[src/rtl/sweep_pkg.sv]
package sweep_pkg;

  // Control-to-datapath strobes
  typedef struct packed {
    logic capture;   // store convData of current channel into shadow, compare
    logic commit;    // copy shadow store into reading registers
  } sweepStrobe_t;

  typedef enum logic [1:0] {
    ST_PARK   = 2'd0,
    ST_CONV   = 2'd1,
    ST_COMMIT = 2'd2,
    ST_REST   = 2'd3
  } sweepState_t;

endpackage

[src/rtl/sweep_ctrl.sv]
module sweep_ctrl
  import sweep_pkg::*;
#(
  parameter int NUM_CH      = 4,
  parameter int IDLE_CYCLES = 50_000_000,
  localparam int CH_W = (NUM_CH > 1) ? $clog2(NUM_CH) : 1,
  localparam int TW   = $clog2(IDLE_CYCLES + 1)
) (
  input  logic            clk,
  input  logic            rstN,
  input  logic            ctrlWe,
  input  logic            ctrlRun,
  input  logic            convDone,
  output logic            convReq,
  output logic [CH_W-1:0] chIdx,
  output sweepStrobe_t    strobe
);

  localparam logic [CH_W-1:0] LAST_CH  = CH_W'(NUM_CH - 1);
  localparam logic [TW-1:0]   IDLE_MAX = TW'(IDLE_CYCLES - 1);

  sweepState_t state;
  logic        runBit;
  logic [TW-1:0] restCnt;
  logic        lastCh;

  assign lastCh         = (chIdx == LAST_CH);
  assign convReq        = (state == ST_CONV);
  assign strobe.capture = (state == ST_CONV) && convDone;
  assign strobe.commit  = (state == ST_COMMIT);

  // start bit
  always_ff @(posedge clk) begin
    if (!rstN) begin
      runBit <= 1'b0;
    end else if (ctrlWe) begin
      runBit <= ctrlRun;
    end
  end

  // sequencing state machine
  always_ff @(posedge clk) begin
    if (!rstN) begin
      state   <= ST_PARK;
      chIdx   <= '0;
      restCnt <= '0;
    end else begin
      case (state)
        ST_PARK: begin
          if (runBit) begin
            state <= ST_CONV;
            chIdx <= '0;
          end
        end
        ST_CONV: begin
          if (convDone) begin
            if (lastCh) begin
              state <= ST_COMMIT;
            end else begin
              chIdx <= chIdx + 1'b1;
            end
          end
        end
        ST_COMMIT: begin
          restCnt <= '0;
          state   <= runBit ? ST_REST : ST_PARK;
        end
        ST_REST: begin
          if (!runBit) begin
            state <= ST_PARK;
          end else if (restCnt == IDLE_MAX) begin
            state <= ST_CONV;
            chIdx <= '0;
          end else begin
            restCnt <= restCnt + 1'b1;
          end
        end
        default: state <= ST_PARK;
      endcase
    end
  end

endmodule

[src/rtl/sweep_dpath.sv]
module sweep_dpath
  import sweep_pkg::*;
#(
  parameter int NUM_CH = 4,
  parameter int DATA_W = 8,
  localparam int CH_W = (NUM_CH > 1) ? $clog2(NUM_CH) : 1
) (
  input  logic              clk,
  input  logic              rstN,
  input  sweepStrobe_t      strobe,
  input  logic [CH_W-1:0]   chIdx,
  input  logic [DATA_W-1:0] convData,
  input  logic              limWe,
  input  logic [CH_W-1:0]   limCh,
  input  logic              limHigh,
  input  logic [DATA_W-1:0] limData,
  input  logic [CH_W-1:0]   rdCh,
  output logic [DATA_W-1:0] rdValue,
  output logic              resultValid,
  output logic [NUM_CH-1:0] violPulse
);

  localparam logic [CH_W:0] NUM_CH_V = (CH_W + 1)'(NUM_CH);

  logic [DATA_W-1:0] loLim   [NUM_CH];
  logic [DATA_W-1:0] hiLim   [NUM_CH];
  logic [DATA_W-1:0] shadow  [NUM_CH];
  logic [DATA_W-1:0] reading [NUM_CH];
  logic [NUM_CH-1:0] hitNext;

  for (genvar g = 0; g < NUM_CH; g++) begin : g_ch
    logic selHere;
    assign selHere = strobe.capture && (chIdx == CH_W'(g));

    // inclusive window check on the incoming sample
    assign hitNext[g] = selHere &&
                        ((convData <= loLim[g]) || (convData >= hiLim[g]));

    always_ff @(posedge clk) begin
      if (!rstN) begin
        loLim[g]   <= '0;
        hiLim[g]   <= '1;
        shadow[g]  <= '0;
        reading[g] <= '0;
      end else begin
        if (limWe && (limCh == CH_W'(g))) begin
          if (limHigh) hiLim[g] <= limData;
          else         loLim[g] <= limData;
        end
        if (selHere)       shadow[g]  <= convData;
        if (strobe.commit) reading[g] <= shadow[g];
      end
    end
  end

  always_ff @(posedge clk) begin
    if (!rstN) begin
      resultValid <= 1'b0;
      violPulse   <= '0;
    end else begin
      resultValid <= strobe.capture;
      violPulse   <= hitNext;
    end
  end

  assign rdValue = ({1'b0, rdCh} < NUM_CH_V) ? reading[rdCh] : '0;

endmodule

[src/rtl/sensor_sweep.sv]
module sensor_sweep
  import sweep_pkg::*;
#(
  parameter int NUM_CH      = 4,
  parameter int DATA_W      = 8,
  parameter int IDLE_CYCLES = 50_000_000,
  localparam int CH_W = (NUM_CH > 1) ? $clog2(NUM_CH) : 1
) (
  input  logic              clk,
  input  logic              rstN,
  input  logic              ctrlWe,
  input  logic              ctrlRun,
  input  logic              limWe,
  input  logic [CH_W-1:0]   limCh,
  input  logic              limHigh,
  input  logic [DATA_W-1:0] limData,
  input  logic [CH_W-1:0]   rdCh,
  output logic [DATA_W-1:0] rdValue,
  output logic              convReq,
  output logic [CH_W-1:0]   convCh,
  input  logic              convDone,
  input  logic [DATA_W-1:0] convData,
  output logic              resultValid,
  output logic [NUM_CH-1:0] violPulse
);

  sweepStrobe_t    strobe;
  logic [CH_W-1:0] chIdx;

  sweep_ctrl #(
    .NUM_CH      (NUM_CH),
    .IDLE_CYCLES (IDLE_CYCLES)
  ) u_ctrl (
    .clk      (clk),
    .rstN     (rstN),
    .ctrlWe   (ctrlWe),
    .ctrlRun  (ctrlRun),
    .convDone (convDone),
    .convReq  (convReq),
    .chIdx    (chIdx),
    .strobe   (strobe)
  );

  sweep_dpath #(
    .NUM_CH (NUM_CH),
    .DATA_W (DATA_W)
  ) u_dpath (
    .clk         (clk),
    .rstN        (rstN),
    .strobe      (strobe),
    .chIdx       (chIdx),
    .convData    (convData),
    .limWe       (limWe),
    .limCh       (limCh),
    .limHigh     (limHigh),
    .limData     (limData),
    .rdCh        (rdCh),
    .rdValue     (rdValue),
    .resultValid (resultValid),
    .violPulse   (violPulse)
  );

  assign convCh = chIdx;

endmodule

[config.mk]
export PLATFORM = sky130hd
export DESIGN_NAME = sensor_sweep
export DESIGN_NICKNAME = d
export VERILOG_FILES = /design/src/rtl/sweep_pkg.sv /design/src/rtl/sweep_ctrl.sv /design/src/rtl/sweep_dpath.sv /design/src/rtl/sensor_sweep.sv
export SDC_FILE = /design/constraint.sdc
export NUM_CORES = 1
export LEC_CHECK = 0
export BUFFER_PORTS_ARGS = -buffer_cell sky130_fd_sc_hd__clkbuf_2
export CAP_MARGIN = 20
export CORE_MARGIN = 3
export CORE_UTILIZATION = 59
export DETAILED_ROUTE_END_ITERATION = 10
export MAX_ROUTING_LAYER = met4
export PLACE_DENSITY = 0.85
export SLEW_MARGIN = 20
export SYNTH_ARGS = -nofsm -noshare
export SYNTH_HDL_FRONTEND = slang
export SYNTH_HIERARCHICAL = 1
export SYNTH_SLANG_ARGS = --single-unit
[constraint.sdc]
create_clock -name clk -period 2.6 [get_ports clk]
set_clock_uncertainty 0.2 [all_clocks]
set_input_delay 0.26 -clock clk [delete_from_list [all_inputs] [get_ports clk]]
set_output_delay 0.26 -clock clk [all_outputs]
set_load 0.02 [all_outputs]
==> reports/qor.yml <==
routing:
  drc_errors: 0
  avgRoutedWirePerCell_um: 17.5
  postRouteAntennaNets: 0
  dr.pass1.iters: 5
  wirelength_um: 17300
  num_vias: 5814
  drt_iter0_drc: 494
  via_per_inst: 5.91
sta:
  setup_violations: 0
  max_freq_ghz: 0.395
  final_max_slew_viol_count: 0
  hold_viol: 0
  grt_setup_unrepaired: "no"
  min_period_ps: 2530
  relSlewSlack_pct: 52.0
  fin_crit_sh_pct: 97.3
  fin_ws_ps: 69.0
  worstMarginPinSlew_ps: 716
finish:
  diodes: 0
  final_layout_size_suffix_gt1_share_pct: 16.0
  syn2layout_area_growth_pct: 13.0
  nNetsFinal: 884
  fillers: 991
critical_path:
  critical-path-max-stage-delay_ps: 640
  worstPathCellList: "ha_1 -> nand2_1 -> or4_4 -> o31ai_1 -> nand4_1 -> o211ai_1"
  critPathArrivalTime_ps: 2680
  path_max_fanout: 8
  end_kind: "flop"
  slowest_stage: "or4_4"
  critPathKind: "reg2reg"
  start_kind: "flop"
  crit_required_ps: 2750
yosys:
  ys_warn_count: 6
  synth_seq_cells: 164
  synth_ff_type: "edfxtp_1"
  synthCells: 730
  synth_fp_nets: 823
  yosysSeqAreaShare_pct: 53.8
  syn_area_mm2: 0.00849
  syn_avg_cell_area_um2: 11.6
  ys_types: 62
  synth_async_sr_flop_share_pct: 0
  synth_edf_count: 128
clocking:
  cts.clk_slew.worst_paths_ps: 60
  numCtsBuffers: 17
  clock_latency_ps: 430
  cts.htree.levels: 4
  cts_sinks: 164
  clockRootBuffer: "clkbuf_16"
  cts_tree: "done"
  post-cts-setup-buffers: 0
  clock_path_buffers: 2
min_path:
  hold_path_class: "in2reg"
global_routing:
  grt_pass1_vias: 5760
  antenna_found_initial: 0
  grt_pass1_wl_um: 27600
  grt_max_degree: 34
  grt-ovfl-total: 0
  grt_usage_pct: 22.7
placement:
  hpwl_um: 12100
  port_buffers: 42
  gp_congestion: 0.823
  post-place-ws_ps: -0.0200
run_status:
  status: "finished clean"
power_and_ir_drop:
  p_total_w: 0.00594
  power_density_mw_per_mm2: 619
  ir_drop_v: 0.000507
  leakagePower_nw: 3.92
run:
  maxCapViolCount: 0
die:
  die_area_mm2: 0.0159
  die_x_um: 126
  start_util_pct: 60.7
  ios: 43
  die_y_um: 126
  core.rowCount: 43
  core_area_mm2: 0.0140
## power breakdown
group / switching (W) / total [W] / internal, W
sequential: 0.0000349 / 0.00296 / 0.00293
clock: 0.000950 / 0.00246 / 0.00151
combinational: 0.000317 / 0.000514 / 0.000197
total: 0.00130 / 0.00594 / 0.00464
## final timing paths
kind	start	end	slack [ps]	cells past startpoint
worst max-delay path	u_ctrl/restCnt[0]	u_ctrl/restCnt[0]	70	6
worst min-delay path	limData[3]	u_dpath/hiLim[0][3]	60	2
worst max register to register	u_ctrl/restCnt[0]	u_ctrl/restCnt[0]	70	6
worst min register to register	u_ctrl/restCnt[15]	u_ctrl/restCnt[15]	290	2
## Yosys cell counts (5+ instances only)
library cell  count  share of area [%]
a21oi_1          32                1.9
nand3_1          17                1.0
nor2_1           20               0.88
or3_1            31                2.3
or4_1            11               0.97
ha_1             66                9.7
clkbuf_1         14               0.62
nor2b_1           7               0.52
mux4_2            8                2.1
edfxtp_1        128                 45
o211ai_1          9               0.80
buf_2             5               0.29
nand3b_1          5               0.44
o31ai_1           7               0.62
nor3_1            7               0.41
and2_1           66                4.9
o21a_1            8               0.71
or2_1             8               0.59
nand2_1          40                1.8
o21ai_0          18                1.1
dfxtp_1          36                8.5
a211oi_1          5               0.44
and3_1           33                2.4
nand4_1          20                1.5
nand2b_1          9               0.66
inv_1            62                2.7
## final cells by class
type | count | area [µm²] | share of cell area [%]
sequential | 164 | 4560 | 47.6
multi-input combinational | 480 | 3560 | 37.2
clock buffer | 27 | 572 | 5.96
timing repair buffer | 66 | 400 | 4.18
inverter | 62 | 233 | 2.43
tap | 180 | 225 | 2.35
clock inverter | 5 | 30.0 | 0.313
## cell usage in the layout (no fill, tap or decap), drive strengths merged, types with 3 or more instances in the layout
cell type    synthesis  routed
edfxtp             128     128
clkbuf              16      69
and2                66      66
ha                  66      66
inv                 62      64
nand2               40      40
dfxtp               36      36
and3                34      34
or3                 34      34
a21oi               32      32
o21ai               21      23
nand4               21      21
buf                 10      20
nor2                20      20
nand3               17      17
or4                 14      14
or2                 10      10
nand2b               9       9
o211ai               9       9
nor3                 9       9
o21a                 8       8
mux4                 8       8
nor2b                7       7
o31ai                7       7
nand3b               5       5
a211oi               5       5
dlygate4sd3          0       4
o31a                 4       4
nor4                 4       4
nor3b                4       4
clkinv               0       3
mux2i                3       3
a2111oi              3       3
a211o                3       3
## critical path, delay by kind of cell (launching register included)
family | cells | cell delay, ps
AND/OR/NAND/NOR | 3 | 940
AO/OA/AOI/OAI | 2 | 610
flip-flops | 1 | 440
adder cells (fa/ha/maj) | 1 | 260
## registers in the layout, indices dropped and copies added (netlist names)
register	flops
u_dpath/resultValid	1
u_ctrl/chIdx	2
u_dpath/shadow	32
u_ctrl/restCnt	26
u_dpath/hiLim	32
u_ctrl/runBit	1
u_dpath/violPulse	4
u_ctrl/state	2
u_dpath/reading	32
u_dpath/loLim	32
## per-stage QoR
step / cells / util (%) / hold slack, ps / setup TNS, ps / area [µm²]
after floorplan: 730 / - / 229 / 0 / 8490
after CTS: 982 / 68.4 / 47.1 / 0 / 9560
after global placement: 946 / 63.8 / 258 / 0 / 8920
after global routing: 984 / 68.6 / 67.7 / 0 / 9590
after detailed placement: 946 / 63.8 / 277 / -0.0200 / 8920
final: 984 / 68.6 / 61.4 / 0 / 9590
## repair_timing
item                       CTS  global route
resized for setup            0             1
setup endpoints to repair    1            21
gates cloned                 0             2
pin swaps                    1             1
hold endpoints to repair     4             0
hold buffers                 4             0
## per-layer routing
layer	part of all wire [%]	GRT usage, %	routed length (µm)	vias to the layer above
met1	40	25.3	6890	2762
li1	-	-	-	2817
met5	0	-	0	-
met3	4.9	5.13	838	59
met2	52	38.6	8980	176
met4	3.2	11.3	561	0
## kinds of logic after synthesis
kind of cell               Yosys count  share of synthesized area (%)
AOI/OAI and AO/OA                   99                           7.90
xor gates and xnor gates             1                          0.103
adders and majority gates           66                           9.73
buffers and inverters               88                           4.55
DFF                                164                           53.8
muxes                               12                           2.61
and+or+nand+nor                    300                           21.3
Power figures use the tool's default switching activity.
